--- config.mk ---
export PLATFORM = sky130hd
export DESIGN_NAME = csacc_align_acc
export DESIGN_NICKNAME = d
export VERILOG_FILES = /design/src/rtl/csacc_pkg.sv /design/src/rtl/csacc_csa_row.sv /design/src/rtl/csacc_align_cnt.sv /design/src/rtl/csacc_drain_ctl.sv /design/src/rtl/csacc_align_acc.sv
export SDC_FILE = /design/constraint.sdc
export NUM_CORES = 1
export LEC_CHECK = 0
export BUFFER_PORTS_ARGS = -buffer_cell sky130_fd_sc_hd__buf_2
export CAP_MARGIN = 20
export CORE_MARGIN = 2
export CORE_UTILIZATION = 49
export DETAILED_ROUTE_END_ITERATION = 12
export GPL_TIMING_DRIVEN = 0
export PLACE_DENSITY_LB_ADDON = 0.25
export SLEW_MARGIN = 5
export SYNTH_ARGS = -nofsm -noshare
export SYNTH_HDL_FRONTEND = slang
export SYNTH_SLANG_ARGS = --single-unit
--- constraint.sdc ---
create_clock -name clk -period 2.85 [get_ports clk]
set_clock_uncertainty 0.05 [all_clocks]
set_input_delay 0.57 -clock clk [delete_from_list [all_inputs] [get_ports clk]]
set_output_delay 0.57 -clock clk [all_outputs]
set_load 0.01 [all_outputs]
--- src/rtl/csacc_pkg.sv ---
package csacc_pkg;
  typedef enum logic [1:0] {
    CNT_HOLD = 2'b00,
    CNT_LOAD = 2'b01,
    CNT_ADD  = 2'b10,
    CNT_RSVD = 2'b11
  } cnt_op_e;
endpackage

--- src/rtl/csacc_csa_row.sv ---
module csacc_csa_row #(
  parameter int W = 16
) (
  input  logic [W-1:0] sum_q,
  input  logic [W-1:0] carry_q,
  input  logic [W-1:0] addend,
  input  logic         shift,
  output logic [W-1:0] sum_d,
  output logic [W-1:0] carry_d
);
  logic [W-1:0] a_in;
  logic [W-1:0] b_in;
  logic [W-1:0] maj;

  for (genvar i = 0; i < W; i++) begin : g_bit
    if (i == W-1) begin : g_top
      assign a_in[i] = shift ? 1'b0 : sum_q[i];
      assign b_in[i] = shift ? 1'b0 : carry_q[i];
    end else begin : g_mid
      assign a_in[i] = shift ? sum_q[i+1]   : sum_q[i];
      assign b_in[i] = shift ? carry_q[i+1] : carry_q[i];
    end
    assign sum_d[i] = a_in[i] ^ b_in[i] ^ addend[i];
    assign maj[i]   = (a_in[i] & b_in[i]) | (a_in[i] & addend[i]) | (b_in[i] & addend[i]);
  end

  assign carry_d = {maj[W-2:0], 1'b0};
endmodule

--- src/rtl/csacc_align_cnt.sv ---
module csacc_align_cnt
  import csacc_pkg::*;
#(
  parameter int CW = 4
) (
  input  logic          clk,
  input  logic          rst,
  input  logic          freeze,
  input  logic [1:0]    op,
  input  logic [CW-1:0] val,
  output logic [CW-1:0] cnt,
  output logic          shift_now
);
  localparam logic [CW-1:0] CMAX = {CW{1'b1}};

  logic [CW-1:0] base;
  logic [CW:0]   widened;
  logic [CW-1:0] nxt;

  assign shift_now = (cnt != '0) && !freeze;
  assign base      = shift_now ? cnt - 1'b1 : cnt;
  assign widened   = {1'b0, base} + {1'b0, val};

  always_comb begin
    nxt = base;
    case (cnt_op_e'(op))
      CNT_LOAD: nxt = val;
      CNT_ADD:  nxt = widened[CW] ? CMAX : widened[CW-1:0];
      default:  nxt = base;
    endcase
  end

  always_ff @(posedge clk) begin
    if (rst)          cnt <= '0;
    else if (!freeze) cnt <= nxt;
  end
endmodule

--- src/rtl/csacc_drain_ctl.sv ---
module csacc_drain_ctl #(
  parameter int W = 16
) (
  input  logic clk,
  input  logic rst,
  input  logic finish,
  output logic busy,
  output logic last
);
  localparam int DW = $clog2(W) + 1;
  localparam logic [DW-1:0] START = DW'(W - 1);

  logic [DW-1:0] left;

  assign last = busy && (left == '0);

  always_ff @(posedge clk) begin
    if (rst) begin
      busy <= 1'b0;
      left <= '0;
    end else if (!busy) begin
      if (finish) begin
        busy <= 1'b1;
        left <= START;
      end
    end else if (left == '0) begin
      busy <= 1'b0;
    end else begin
      left <= left - 1'b1;
    end
  end
endmodule

--- src/rtl/csacc_align_acc.sv ---
module csacc_align_acc #(
  parameter int W  = 16,
  parameter int CW = $clog2(W)
) (
  input  logic          clk,
  input  logic          rst,
  input  logic          add_vld,
  input  logic [W-1:0]  add_word,
  input  logic [1:0]    cnt_op,
  input  logic [CW-1:0] cnt_val,
  input  logic          finish,
  output logic [W-1:0]  sum_o,
  output logic [W-1:0]  carry_o,
  output logic [CW-1:0] align_cnt,
  output logic          ovf_warn,
  output logic          busy,
  output logic          res_vld,
  output logic [W-1:0]  result
);
  logic          freeze;
  logic          shift_now;
  logic          take_word;
  logic          step_en;
  logic          last;
  logic [W-1:0]  addend;
  logic [W-1:0]  sum_d;
  logic [W-1:0]  carry_d;

  assign freeze    = busy || finish;
  assign take_word = add_vld && !freeze;
  assign addend    = take_word ? add_word : '0;
  assign step_en   = take_word || shift_now || busy;

  csacc_align_cnt #(.CW(CW)) u_cnt (
    .clk      (clk),
    .rst      (rst),
    .freeze   (freeze),
    .op       (cnt_op),
    .val      (cnt_val),
    .cnt      (align_cnt),
    .shift_now(shift_now)
  );

  csacc_csa_row #(.W(W)) u_row (
    .sum_q  (sum_o),
    .carry_q(carry_o),
    .addend (addend),
    .shift  (shift_now),
    .sum_d  (sum_d),
    .carry_d(carry_d)
  );

  csacc_drain_ctl #(.W(W)) u_drain (
    .clk   (clk),
    .rst   (rst),
    .finish(finish),
    .busy  (busy),
    .last  (last)
  );

  always_ff @(posedge clk) begin
    if (rst) begin
      sum_o    <= '0;
      carry_o  <= '0;
      ovf_warn <= 1'b0;
      res_vld  <= 1'b0;
      result   <= '0;
    end else begin
      res_vld <= last;
      if (step_en) begin
        sum_o    <= sum_d;
        carry_o  <= carry_d;
        ovf_warn <= sum_d[W-1] | carry_d[W-1];
      end
      if (last) result <= sum_d;
    end
  end
endmodule

=== After elaboration in Yosys (flattened, before gate mapping) ===
Index checks and enable logic that the tools add are counted.

* Reductions and logical operators: 11
* Bitwise operators: 108
* Mux-type cells: 42
* Add/subtract/negate cells: 3
* Equal/unequal tests: 3

{| class="wikitable"
|+ Operators by type and width
! cell !! count
|-
| 1-bit bitwise AND || 45
|-
| 1-bit 2-to-1 mux || 35
|-
| 1-bit XOR || 32
|-
| 1-bit OR || 31
|-
| 16-bit 2-to-1 mux || 1
|-
| 5-bit 2-to-1 mux || 3
|-
| 4-bit 2-to-1 mux || 2
|-
| 4-bit one-hot mux with 2 select lines || 1
|-
| 4-bit by 4-bit adder with 5-bit output || 1
|-
| 5-bit logical NOT || 1
|-
| 5-bit by 1-bit subtractor with 5-bit output (second input constant) || 1
|-
| 4-bit nonzero test || 1
|-
| 4-bit by 1-bit subtractor with 4-bit output (second input constant) || 1
|-
| 1-bit logical AND || 3
|-
| 1-bit logical OR || 3
|-
| 2-bit by 1-bit equality test with 1-bit output (second input constant) || 1
|-
| 2-bit equality test (second input constant) || 1
|-
| 2-bit inequality test (second input constant) || 1
|-
| 2-bit AND reduction || 1
|-
| 2-bit nonzero test || 1
|-
| 1-bit logical NOT || 1
|}

* Output and inout port bits: 55
* Logic and storage cells: 175
* Register bits after elaboration: 59
* Input bits: 26

=== Logic depth before layout (Yosys ltp) ===
Gate-level depths: netlist of the first run.

* Word-level depth: 8
* Gate-level depth with buffers: 12
* Depth with buffers taken out: 11

=== By module ===
From an unflattened synthesis of the first run, not the netlist that was laid out.

* Cells, all modules: 407
* Area total of the unflattened synthesis: 3873.7 µm²

{| class="wikitable"
|+ Modules (own cells, without submodules)
! module !! cells each !! seq. area each (µm²) !! instances !! area each (µm²)
|-
| csacc_align_acc || 218 || 1001.0 || 1 || 2212.1
|-
| csacc_csa_row || 99 || 0.0 || 1 || 858.3
|-
| csacc_align_cnt || 63 || 80.1 || 1 || 533.0
|-
| csacc_drain_ctl || 27 || 120.1 || 1 || 270.3
|}

=== Worst setup path after synthesis of the first run ===
OpenSTA, ideal clock, no wires.

* Path kind: reg-to-reg
* From: register u_cnt.cnt[0]
* To: register u_cnt.cnt[2]
* Data arrival time: 2.796 ns
* Cell stages (with the launch flop): 13
* Buffers on the path: 1
* Period minus slack after synthesis: 2.984 ns
* Required time: 2.661 ns
* Setup time: 0.139 ns
* Path slack: -0.134 ns
* Path through: dfxtp_1 inv_1 ha_1 nor3b_1 nor2_1 buf_2 xnor2_1 ha_1 fa_1 xor2_1 a221o_1 a21oi_1 o41ai_1

* Cells in the longest elaborated chain, start to end: 6
* Elaborated cells between the ends (all ways): 7
* Classes of those cells: add/sub (2); mux (3); reduce/logical (2)

{| class="wikitable"
|+ RTL lines
! what !! RTL line !! text
|-
| from (decl) || csacc_align_cnt.sv:11 || <nowiki>output logic [CW-1:0] cnt,</nowiki>
|-
| from (signal assigned) || csacc_align_cnt.sv:35 || <nowiki>else if (!freeze) cnt <= nxt;</nowiki>
|-
| parallel branches: the longest is 2 deep, another holds 4-bit by 1-bit subtractor with 4-bit output || - ||
|-
| 4-bit 2-to-1 mux (*) || csacc_align_cnt.sv:21 || <nowiki>assign base = shift_now ? cnt - 1'b1 : cnt;</nowiki>
|-
| 4-bit by 4-bit adder with 5-bit output || csacc_align_cnt.sv:22 || <nowiki>assign widened = {1'b0, base} + {1'b0, val};</nowiki>
|-
| 4-bit 2-to-1 mux || csacc_align_cnt.sv:28 || <nowiki>CNT_ADD: nxt = widened[CW] ? CMAX : widened[CW-1:0];</nowiki>
|-
| 4-bit one-hot mux with 2 select lines (*) || csacc_align_cnt.sv:26 || <nowiki>case (cnt_op_e'(op))</nowiki>
|}

Every way passes the cells marked *.
A chain may end at the register's enable or synchronous reset.

=== Worst setup path in the final report of the first run ===
* From: register u_drain.busy
* To: register u_cnt.cnt[2]

* Cells in the longest elaborated chain, start to end: 7

{| class="wikitable"
|+ RTL lines
! what !! RTL line !! text
|-
| from (decl) || csacc_drain_ctl.sv:7 || <nowiki>output logic busy,</nowiki>
|-
| from (signal assigned) || csacc_drain_ctl.sv:19 || <nowiki>busy <= 1'b0;</nowiki>
|-
| from (signal assigned) || csacc_drain_ctl.sv:23 || <nowiki>busy <= 1'b1;</nowiki>
|-
| from (signal assigned) || csacc_drain_ctl.sv:27 || <nowiki>busy <= 1'b0;</nowiki>
|-
| 1-bit logical OR (*) || csacc_align_acc.sv:29 || <nowiki>assign freeze = busy || finish;</nowiki>
|-
| 1-bit logical NOT || csacc_align_cnt.sv:20 || <nowiki>assign shift_now = (cnt != '0) && !freeze;</nowiki>
|-
| 1-bit logical AND || csacc_align_cnt.sv:20 ||
|-
| 4-bit 2-to-1 mux || csacc_align_cnt.sv:21 ||
|-
| 4-bit by 4-bit adder with 5-bit output || csacc_align_cnt.sv:22 ||
|-
| 4-bit 2-to-1 mux || csacc_align_cnt.sv:28 ||
|-
| 4-bit one-hot mux with 2 select lines || csacc_align_cnt.sv:26 ||
|}

Every way passes the cells marked *; elsewhere a longest branch is shown, timed or not.

==> results of run 1 <==
[state kept, by name, summed over array words and instances (netlist names)]
register / cells
result: 16
sum_o: 16
carry_o: 15
u_drain.left: 5
u_cnt.cnt: 4
ovf_warn: 1
res_vld: 1
u_drain.busy: 1
[placed cells by master (no fill, tap or decap), types with 2 or more instances in the layout]
cell type | netlist | final
sky130_fd_sc_hd__nand3_1 | 4 | 4
sky130_fd_sc_hd__a21oi_1 | 18 | 17
sky130_fd_sc_hd__inv_1 | 8 | 7
sky130_fd_sc_hd__buf_6 | 4 | 4
sky130_fd_sc_hd__nand2_1 | 28 | 28
sky130_fd_sc_hd__a21o_1 | 3 | 3
sky130_fd_sc_hd__xnor2_1 | 2 | 2
sky130_fd_sc_hd__nor4b_1 | 2 | 2
sky130_fd_sc_hd__or3_1 | 4 | 4
sky130_fd_sc_hd__mux2_2 | 8 | 8
sky130_fd_sc_hd__buf_2 | 7 | 82
sky130_fd_sc_hd__o21ai_0 | 5 | 5
sky130_fd_sc_hd__ha_1 | 9 | 8
sky130_fd_sc_hd__mux2i_1 | 30 | 30
sky130_fd_sc_hd__clkbuf_8 | 0 | 10
sky130_fd_sc_hd__a211oi_1 | 16 | 16
sky130_fd_sc_hd__nand2b_1 | 2 | 2
sky130_fd_sc_hd__nor2_1 | 50 | 49
sky130_fd_sc_hd__buf_4 | 3 | 7
sky130_fd_sc_hd__a211oi_2 | 23 | 23
sky130_fd_sc_hd__fa_1 | 16 | 15
sky130_fd_sc_hd__dfxtp_1 | 59 | 59
sky130_fd_sc_hd__o32ai_1 | 2 | 2
sky130_fd_sc_hd__clkbuf_1 | 9 | 10
sky130_fd_sc_hd__nor2b_1 | 2 | 2
sky130_fd_sc_hd__and2_1 | 5 | 5
sky130_fd_sc_hd__nor3_1 | 4 | 4
sky130_fd_sc_hd__clkinv_2 | 0 | 2
[critical path, delay by kind of cell (launching register included)]
family	cells	cell delay [ns]
compound gates	3	0.53
xor+xnor	1	0.19
fa+ha+maj	1	0.35
buf+inv	1	0.18
flops	1	0.33
mux	1	0.31
simple gates	2	0.66
[repair_timing]
action	4_1_cts	5_1_grt
setup endpoints to repair	11	22
pin swaps	1	0
setup buffers	3	1
resized for setup	6	7
endpoints found under the hold margin	0	0
[routing by layer]
metal | global-route usage (%) | routed length (µm)
met5 | 0 | 0
met4 | 9.23 | 178
met3 | 5.90 | 611
met2 | 38.0 | 4250
met1 | 32.7 | 3770
[cells by family after synthesis]
family	Yosys count	share of synthesized area (%)
and+or+nand+nor	108	14.4
AOI/OAI and AO/OA	79	20.0
DFF	59	35.1
muxes	38	11.6
buffers and inverters	32	5.06
adders and majority gates	25	12.9
xor gates and xnor gates	3	0.782
other	1	0.112
[power by group through the flow]
stage / registers, mW / logic (mW) / clock network, mW
3_3_place_gp: 1.04 / 0.870 / 0
5_1_grt: 1.04 / 1.05 / 0.781
2_1_floorplan: 1.06 / 0.611 / 0
6_report: 1.03 / 0.954 / 0.734
3_5_place_dp: 1.04 / 0.900 / 0
4_1_cts: 1.02 / 0.936 / 0.746
[final cells by class]
cell class / count / area (µm²)
fill: 598 / 2600
clock buffer: 11 / 141
timing repair buffer: 82 / 420
sequential: 59 / 1180
clock inverter: 3 / 40.0
multi-input combinational: 254 / 2060
inverter: 8 / 30.0
tap: 80 / 100
buffer: 23 / 148
[per-stage QoR]
| step | setup TNS, ns | power [mW] |
|---|---|---|
| after floorplan | 0 | 1.67 |
| after global placement | -1.19 | 1.91 |
| after detailed placement | -1.95 | 1.94 |
| after CTS | 0 | 2.71 |
| after global routing | -0.0163 | 2.87 |
| final | 0 | 2.71 |
[cells in the mapped netlist (all sizes together), types with 3 or more instances]
library cell / number / area, µm²
a211oi: 39 / 408
a21o: 3 / 22.5
a21oi: 18 / 90.1
and2: 5 / 31.3
buf: 15 / 106
clkbuf: 9 / 33.8
dfxtp: 59 / 1180
fa: 16 / 320
ha: 9 / 113
inv: 8 / 30.0
mux2: 8 / 90.1
mux2i: 30 / 300
nand2: 28 / 105
nand3: 4 / 20.0
nor2: 50 / 188
nor3: 4 / 20.0
o21ai: 5 / 25.0
or3: 4 / 25.0
[worst max path at each step]
| stage | from | end | slack [ns] | depth (start not counted) |
|---|---|---|---|---|
| detailed placement | finish | u_cnt.cnt[2] | -0.38 | 11 |
| global placement | finish | u_cnt.cnt[2] | -0.34 | 11 |
| global route | u_cnt.cnt[1] | u_cnt.cnt[3] | -0.02 | 12 |
| finish | u_drain.busy | u_cnt.cnt[2] | 0.12 | 9 |
| CTS | u_cnt.cnt[0] | u_cnt.cnt[2] | 0.005 | 12 |
| floorplan | u_cnt.cnt[0] | u_cnt.cnt[2] | 0.02 | 12 |
==> impl_metrics.env, run 1 <==
export IMPL_nets_in_the_synthesized_netlist=396
export IMPL_cts_max_path_buffers=2
export IMPL_power_leakage_nw=1.72
export IMPL_globalRouteOverflowTotal=0
export IMPL_whs_ns=0.408
export IMPL_netlist_area_um2=3360
export IMPL_post_dp_hpwl_mm=6.31
export IMPL_synthToLayoutAreaGrowth_pct=22.6
export IMPL_drt_pass1_iterations=5
export IMPL_synth_enable_flop_cells=0
export IMPL_cts_inserted_buffers=9
export IMPL_ant_nets=0
export IMPL_fmaxAchievable_mhz=366
export IMPL_total_switching_power_mw=0.950
export IMPL_grt_max_degree=11
export IMPL_pwr_share_clk_pct=27.1
export IMPL_relSlewSlack_pct=47.1
export IMPL_cts_hold_buffers_added=0
export IMPL_detail_route_vias_per_cell=5.75
export IMPL_netlist_instances=345
export IMPL_final_period_utilization_pct=95.9
export IMPL_crit_required_ns=3.00
export IMPL_crit_chain="buf_2 > nor2_1 > nand2_1 > mux2_2 > ha_1 > xor2_1 > a221o_1 > a21oi_1 > o41ai_1"
export IMPL_yosys_warn_count=0
export IMPL_fin_util_pct=61.3
export IMPL_hold_path_depth=2
export IMPL_final_layout_size_suffix_gt1_share_pct=34.3
export IMPL_crit_type="reg -> reg"
export IMPL_portion_of_the_post_synthesis_area_used_by_sequential_elements_pct=35.1
export IMPL_detail_route_iter0_violations=141
export IMPL_placedInstanceArea_um2=3860
export IMPL_yosys_cell_types_count=47
export IMPL_timing_hold_worst_class="reg -> reg"
export IMPL_synth_area_per_cell_um2=9.74
export IMPL_timing_worst_slew_pin_value_ns=0.783
export IMPL_num_nets_final=488
export IMPL_grt_antenna_before_repair=0
export IMPL_r2r_cells=9
export IMPL_fin_ws_ns=0.117
export IMPL_run_status="completed"
export IMPL_worstHoldStart="result[0]"
export IMPL_combinationalPowerShare_pct=35.2
export IMPL_timing_critical_path_fanout_max=10
export IMPL_vias=2990
export IMPL_floorplan_die_height_um=86.8
export IMPL_pwr_share_seq_pct=37.8
export IMPL_die_width_um=86.8
export IMPL_place_port_buffers=78
export IMPL_pre_cts_ws_ns=-0.382
export IMPL_post_place_cells=503
export IMPL_capture_endpoint_of_the_worst_hold_path="result[0]"
export IMPL_grt_pass1_wl_mm=14.0
export IMPL_placeable_area_um2=6720
export IMPL_rows=30
export IMPL_worst_setup_path_end_kind="flip-flop"
export IMPL_setup_viol=0
export IMPL_cts_tree="built"
export IMPL_finalInstanceArea_um2=4120
export IMPL_slowest_stage="sky130_fd_sc_hd__nor2_1"
export IMPL_timing_reg2reg_setup_slack_ns=0.12
export IMPL_finalCriticalPeriod_ns=2.73
export IMPL_ys_ff_latch=59
export IMPL_asyncSetResetFlopFracSynth_pct=0
export IMPL_cp_data_arrival_time_ns=2.89
export IMPL_clk_pin_slew_worst_paths_ns=0.06
export IMPL_antenna_cells_inserted=0
export IMPL_crit_reg2reg_launch="u_drain.busy"
export IMPL_numClockSinks=59
export IMPL_worst_skew_pair_late_latency_ns=0.34
export IMPL_floorplan_die_area_um2=7540
export IMPL_r2r_end="u_cnt.cnt[2]"
export IMPL_drt_drc_violations_left=0
export IMPL_cts_max_level=3
export IMPL_via_count_of_the_first_global_routing_pass=2856
export IMPL_final_cell_count_without_fillers=520
export IMPL_top_level_ports=81
export IMPL_synth_main_ff_cell="sky130_fd_sc_hd__dfxtp_1"
export IMPL_routed_wire_length_per_instance_um=16.9
export IMPL_cap_viol_max_count=0
export IMPL_power_report_internal_total_mw=1.76
export IMPL_sw_frac_of_total_pct=35.0
export IMPL_grtUsageTotal_pct=24.4
export IMPL_number_of_max_slew_violations_in_the_final_report=0
export IMPL_vdd_ir_drop_max_v=0.000377
export IMPL_startpoint_type="flip-flop"
export IMPL_initial_utilization_pct=50.0
export IMPL_totalWireLength_mm=8.81
export IMPL_critical_path_max_stage_delay_ns=0.53
export IMPL_timing_final_hold_violations=0
export IMPL_gp_congestion=0.809
export IMPL_cellPowerDensity_nw_per_um2=658
export IMPL_clockRootBuffer="sky130_fd_sc_hd__clkbuf_8"
Note: power is estimated with default switching activity, not from simulation.
==> run 2, diff against run 1 <==
--- a/config.mk
+++ b/config.mk
@@ -12,6 +12,7 @@
 export DETAILED_ROUTE_END_ITERATION = 12
 export GPL_TIMING_DRIVEN = 0
 export PLACE_DENSITY_LB_ADDON = 0.25
+export SETUP_SLACK_MARGIN = 0.3
 export SLEW_MARGIN = 5
 export SYNTH_ARGS = -nofsm -noshare
 export SYNTH_HDL_FRONTEND = slang
==> run 2 against run 1 <==
  * Critical path depth rose by 2
  * Cell count up 1.3%
  * Sequential cell count stayed put
==> impl_metrics.env, run 2 (synthesized netlist as in run 1, its figures left out) <==
export IMPL_detail_route_vias_per_cell=5.69
export IMPL_detail_route_iter0_violations=214
export IMPL_hold_path_depth=2
export IMPL_rows=30
export IMPL_synthToLayoutAreaGrowth_pct=25.9
export IMPL_worst_skew_pair_late_latency_ns=0.34
export IMPL_timing_final_hold_violations=0
export IMPL_grt_max_degree=11
export IMPL_totalPowerFinal_mw=2.79
export IMPL_final_common_cell="sky130_fd_sc_hd__buf_2"
export IMPL_crit_type="reg -> reg"
export IMPL_initial_utilization_pct=50.0
export IMPL_worst_setup_path_end_kind="flip-flop"
export IMPL_number_of_max_slew_violations_in_the_final_report=0
export IMPL_r2r_cells=11
export IMPL_grt_pass1_wl_mm=14.3
export IMPL_regArea_um2=1190
export IMPL_fmaxAchievable_mhz=390
export IMPL_crit_required_ns=3.01
export IMPL_grt_antenna_before_repair=0
export IMPL_cellPowerDensity_nw_per_um2=658
export IMPL_critical_path_max_stage_delay_ns=0.36
export IMPL_filler_cell_count=579
export IMPL_drt_pass1_iterations=5
export IMPL_post_dp_hpwl_mm=6.30
export IMPL_vias=3001
export IMPL_cts_inserted_buffers=9
export IMPL_cap_viol_max_count=0
export IMPL_timing_critical_path_fanout_max=10
export IMPL_cts_max_path_buffers=2
export IMPL_power_leakage_nw=1.77
export IMPL_cts_tree="built"
export IMPL_totalWireLength_mm=8.91
export IMPL_layout_top_registers="result: 16 flops, sum_o: 16 flops, carry_o: 15 flops"
export IMPL_slowest_stage="sky130_fd_sc_hd__fa_2"
export IMPL_timing_hold_worst_class="reg -> reg"
export IMPL_gp_congestion=0.845
export IMPL_drt_drc_violations_left=0
export IMPL_crit_chain="clkbuf_4 > or2_4 > nor2_4 > buf_12 > xnor2_1 > ha_2 > fa_2 > xor2_1 > a221o_1 > a21oi_2 > o41ai_1"
export IMPL_relSlewSlack_pct=48.0
export IMPL_tns_ns=0
export IMPL_via_count_of_the_first_global_routing_pass=2970
export IMPL_cp_data_arrival_time_ns=2.72
export IMPL_place_port_buffers=78
export IMPL_whs_ns=0.407
export IMPL_antenna_cells_inserted=0
export IMPL_floorplan_die_height_um=86.8
export IMPL_ant_nets=0
export IMPL_cts_max_level=3
export IMPL_routed_wire_length_per_instance_um=16.9
export IMPL_num_nets_final=493
export IMPL_numClockSinks=59
export IMPL_top_level_ports=81
export IMPL_highest_count_cells_in_the_layout_ignoring_fill_and_taps="sky130_fd_sc_hd__buf_2, sky130_fd_sc_hd__dfxtp_1, sky130_fd_sc_hd__nor2_1"
export IMPL_timing_worst_slew_pin_value_ns=0.769
export IMPL_finalCriticalPeriod_ns=2.56
export IMPL_startpoint_type="flip-flop"
export IMPL_run_status="completed"
export IMPL_die_width_um=86.8
export IMPL_floorplan_die_area_um2=7540
export IMPL_grtUsageTotal_pct=24.3
export IMPL_final_period_utilization_pct=89.9
export IMPL_final_layout_size_suffix_gt1_share_pct=37.4
export IMPL_clockRootBuffer="sky130_fd_sc_hd__clkbuf_8"
export IMPL_unrepaired_setup_endpoints_after_global_routing="yes"
export IMPL_clk_pin_slew_worst_paths_ns=0.07
export IMPL_setup_viol=0
export IMPL_vdd_ir_drop_max_v=0.000355
export IMPL_placeable_area_um2=6720
export IMPL_globalRouteOverflowTotal=0
export IMPL_multi_input_comb_area_um2=2100
==> run 2: path summary, 6_finish.rpt <==
kind,start,endpoint,slack (ns)
hold reg to reg,result[12],result[12],0.41
setup / recovery,u_drain.busy,u_cnt.cnt[2],0.29
hold / removal,result[12],result[12],0.41
setup reg to reg,u_drain.busy,u_cnt.cnt[2],0.29
==> run 2: through the flow <==
stage                     cell area (µm²)  instances  util [%]  setup WS, ns
after floorplan                      3420        345         -         0.291
after global placement               3910        503      58.2       -0.0839
after detailed placement             3910        503      58.2        -0.126
after CTS                            4200        526      62.4         0.204
after global routing                 4230        527      63.0         0.179
final                                4230        527      63.0         0.288
==> run 2: final cells by class <==
cell class                 instances  share of cell area [%]
multi-input combinational        254                    49.5
sequential                        59                    28.0
timing repair buffer              86                    10.6
buffer                            24                    4.14
clock buffer                      12                    3.43
tap                               80                    2.36
clock inverter                     4                    1.15
inverter                           8                   0.768
==> run 2: worst max-delay path, delay by kind of cell (launching register included) <==
family	cells	cell delay, ns
compound gates	3	0.51
xor+xnor	2	0.22
fa+ha+maj	2	0.56
buf+inv	2	0.31
flops	1	0.31
simple gates	2	0.46
==> run 2: timing repair <==
action,in CTS,in global routing
buffers inserted,7,1
gates resized for setup,9,11
gates cloned,0,0
endpoints found under the setup margin,44,22
pin swaps,2,2
hold buffers,0,0
==> run 2: metal layers <==
metal  global-route usage (%)  routed length, µm
met5                        0                  0
met4                     8.10                169
met3                     5.05                659
met2                     37.8               4090
met1                     33.8               4000
==> run 2: where the power goes <==
group	leakage, nW	switching (mW)	internal (mW)
Sequential	0.485	0.0988	0.925
Combinational	1.18	0.545	0.451
Clock	0.0969	0.340	0.427
Total	1.77	0.985	1.80
==> run 3, diff against run 2 <==
==> constraint.sdc (replaced) <==
create_clock -name clk -period 2.85 [get_ports clk]
set_clock_uncertainty 0.05 [all_clocks]
set_input_delay 0.57 -clock clk [delete_from_list [all_inputs] [get_ports clk]]
set_output_delay 0.57 -clock clk [all_outputs]
set_load 0.05 [all_outputs]
==> run 3 against run 2 <==
  * Via count is 0.30% lower
  * Hold slack got worse by 0.0020 ns
  * Die area unchanged
  * Core utilization grew 0.95 points
  * First-iteration DRC count fell by 21%
  * Power is 15% higher
==> impl_metrics.env, run 3 (synthesized netlist as in run 1, its figures left out) <==
export IMPL_final_period_utilization_pct=91.5
export IMPL_top_level_ports=81
export IMPL_fmaxAchievable_mhz=384
export IMPL_cts_hold_buffers_added=0
export IMPL_grt_pass1_wl_mm=13.9
export IMPL_initial_utilization_pct=50.0
export IMPL_timing_critical_path_from="u_cnt.cnt[0]"
export IMPL_grt_antenna_before_repair=0
export IMPL_crit_type="reg -> reg"
export IMPL_worst_skew_pair_late_latency_ns=0.34
export IMPL_place_port_buffers=78
export IMPL_fin_ws_ns=0.243
export IMPL_floorplan_die_area_um2=7540
export IMPL_timing_critical_path_fanout_max=5
export IMPL_crit_reg2reg_launch="u_cnt.cnt[0]"
export IMPL_layout_top_registers="result: 16 flops, sum_o: 16 flops, carry_o: 15 flops"
export IMPL_cellPowerDensity_nw_per_um2=744
export IMPL_grt_max_degree=11
export IMPL_cts_max_path_buffers=2
export IMPL_drt_pass1_iterations=4
export IMPL_slowest_stage="sky130_fd_sc_hd__fa_2"
export IMPL_cts_inserted_buffers=9
export IMPL_run_status="completed"
export IMPL_final_common_cell="sky130_fd_sc_hd__buf_2"
export IMPL_clockRootBuffer="sky130_fd_sc_hd__clkbuf_8"
export IMPL_cap_viol_max_count=0
export IMPL_placeable_area_um2=6720
export IMPL_final_cell_count_without_fillers=527
export IMPL_vdd_ir_drop_max_v=0.000383
export IMPL_final_layout_size_suffix_gt1_share_pct=38.0
export IMPL_r2r_end="u_cnt.cnt[2]"
export IMPL_highest_count_cells_in_the_layout_ignoring_fill_and_taps="sky130_fd_sc_hd__buf_2, sky130_fd_sc_hd__dfxtp_1, sky130_fd_sc_hd__nor2_1"
export IMPL_timing_reg2reg_setup_slack_ns=0.24
export IMPL_globalRouteOverflowTotal=0
export IMPL_grtUsageTotal_pct=24.0
export IMPL_die_width_um=86.8
export IMPL_startpoint_type="flip-flop"
export IMPL_worst_path_stages=12
export IMPL_worst_setup_path_end_kind="flip-flop"
export IMPL_rows=30
export IMPL_setup_viol=0
export IMPL_totalWireLength_mm=8.76
export IMPL_relSlewSlack_pct=40.5
export IMPL_detail_route_iter0_violations=169
export IMPL_post_place_cells=503
export IMPL_cp_data_arrival_time_ns=2.75
export IMPL_critical_path_max_stage_delay_ns=0.41
export IMPL_cp_top_family="adder cells"
export IMPL_crit_required_ns=3.00
export IMPL_numClockSinks=59
export IMPL_r2r_cells=12
export IMPL_finalCriticalPeriod_ns=2.61
export IMPL_detail_route_vias_per_cell=5.68
export IMPL_routed_wire_length_per_instance_um=16.6
export IMPL_timing_worst_slew_pin_value_ns=0.881
export IMPL_timing_final_hold_violations=0
export IMPL_timing_hold_worst_class="reg -> reg"
export IMPL_clk_pin_slew_worst_paths_ns=0.07
export IMPL_vias=2992
export IMPL_critPathCapture="u_cnt.cnt[2]"
export IMPL_ant_nets=0
export IMPL_cts_tree="built"
export IMPL_tns_ns=0
export IMPL_critical_path_top_cell_by_count="sky130_fd_sc_hd__ha_4"
export IMPL_power_leakage_nw=1.80
export IMPL_num_nets_final=493
export IMPL_timing_critical_path_buf_inv=2
export IMPL_cts_max_level=3
export IMPL_pre_cts_ws_ns=-0.183
export IMPL_antenna_cells_inserted=0
export IMPL_unrepaired_setup_endpoints_after_global_routing="yes"
export IMPL_number_of_max_slew_violations_in_the_final_report=0
export IMPL_gp_congestion=0.814
export IMPL_drt_drc_violations_left=0
export IMPL_post_dp_hpwl_mm=6.23
export IMPL_floorplan_die_height_um=86.8
export IMPL_crit_chain="inv_4 > ha_4 > nor3b_4 > nor2_4 > buf_12 > xnor2_4 > ha_4 > fa_2 > xor2_1 > a221o_1 > a21oi_2 > o41ai_2"
export IMPL_synthToLayoutAreaGrowth_pct=27.8
export IMPL_via_count_of_the_first_global_routing_pass=2787
-- run 3: through the flow --
step	power, mW	util [%]	area (µm²)	hold slack, ns
2_1_floorplan	1.97	-	3440	0.403
3_3_place_gp	2.21	58.5	3930	0.395
3_5_place_dp	2.24	58.5	3930	0.403
4_1_cts	3.17	62.6	4210	0.411
5_1_grt	3.36	64.0	4300	0.432
6_report	3.20	64.0	4300	0.405
-- run 3: worst register-to-register path, stage by stage, from the launching register on --
cell and delay, ns:
sky130_fd_sc_hd__dfxtp_4 0.36, sky130_fd_sc_hd__inv_4 0.07, sky130_fd_sc_hd__ha_4 0.16, sky130_fd_sc_hd__nor3b_4 0.26
sky130_fd_sc_hd__nor2_4 0.07, sky130_fd_sc_hd__buf_12 0.14, sky130_fd_sc_hd__xnor2_4 0.13, sky130_fd_sc_hd__ha_4 0.17
sky130_fd_sc_hd__fa_2 0.41, sky130_fd_sc_hd__xor2_1 0.15, sky130_fd_sc_hd__a221o_1 0.31, sky130_fd_sc_hd__a21oi_2 0.13
sky130_fd_sc_hd__o41ai_2 0.07
-- run 3: cell type report --
cell class	instances	area, µm²
timing repair buffer	86	450
multi-input combinational	254	2110
clock buffer	13	170
clock inverter	3	66.3
sequential	59	1190
buffer	24	176
inverter	8	32.5
tap	80	100
fill	572	2420
-- run 3: routing by layer --
metal / vias to the layer above / track usage, % / share of wire, %
li1: 1418 / - / -
met4: 0 / 6.25 / 1.3
met1: 1460 / 33.0 / 44
met5: - / 0 / 0
met2: 104 / 38.0 / 47
met3: 10 / 5.90 / 7.5
-- run 3: how the worst min path moves through the flow --
stage	start	end	slack, ns	depth (start not counted)
3_5_place_dp	result[12]	result[12]	0.40	2
6_report	result[12]	result[12]	0.40	2
2_1_floorplan	u_drain.left[0]	u_drain.left[0]	0.40	1
3_3_place_gp	result[12]	result[12]	0.40	2
4_1_cts	result[12]	result[12]	0.41	2
5_1_grt	result[14]	result[14]	0.43	2
-- run 3: what timing repair did --
action,4_1_cts,5_1_grt
pin swaps,2,3
setup buffers,3,5
setup endpoints to repair,33,28
gates resized for setup,7,13
-- run 3: power breakdown --
group / switching, mW / internal (mW)
clock network: 0.328 / 0.571
registers: 0.100 / 0.926
logic: 0.817 / 0.453
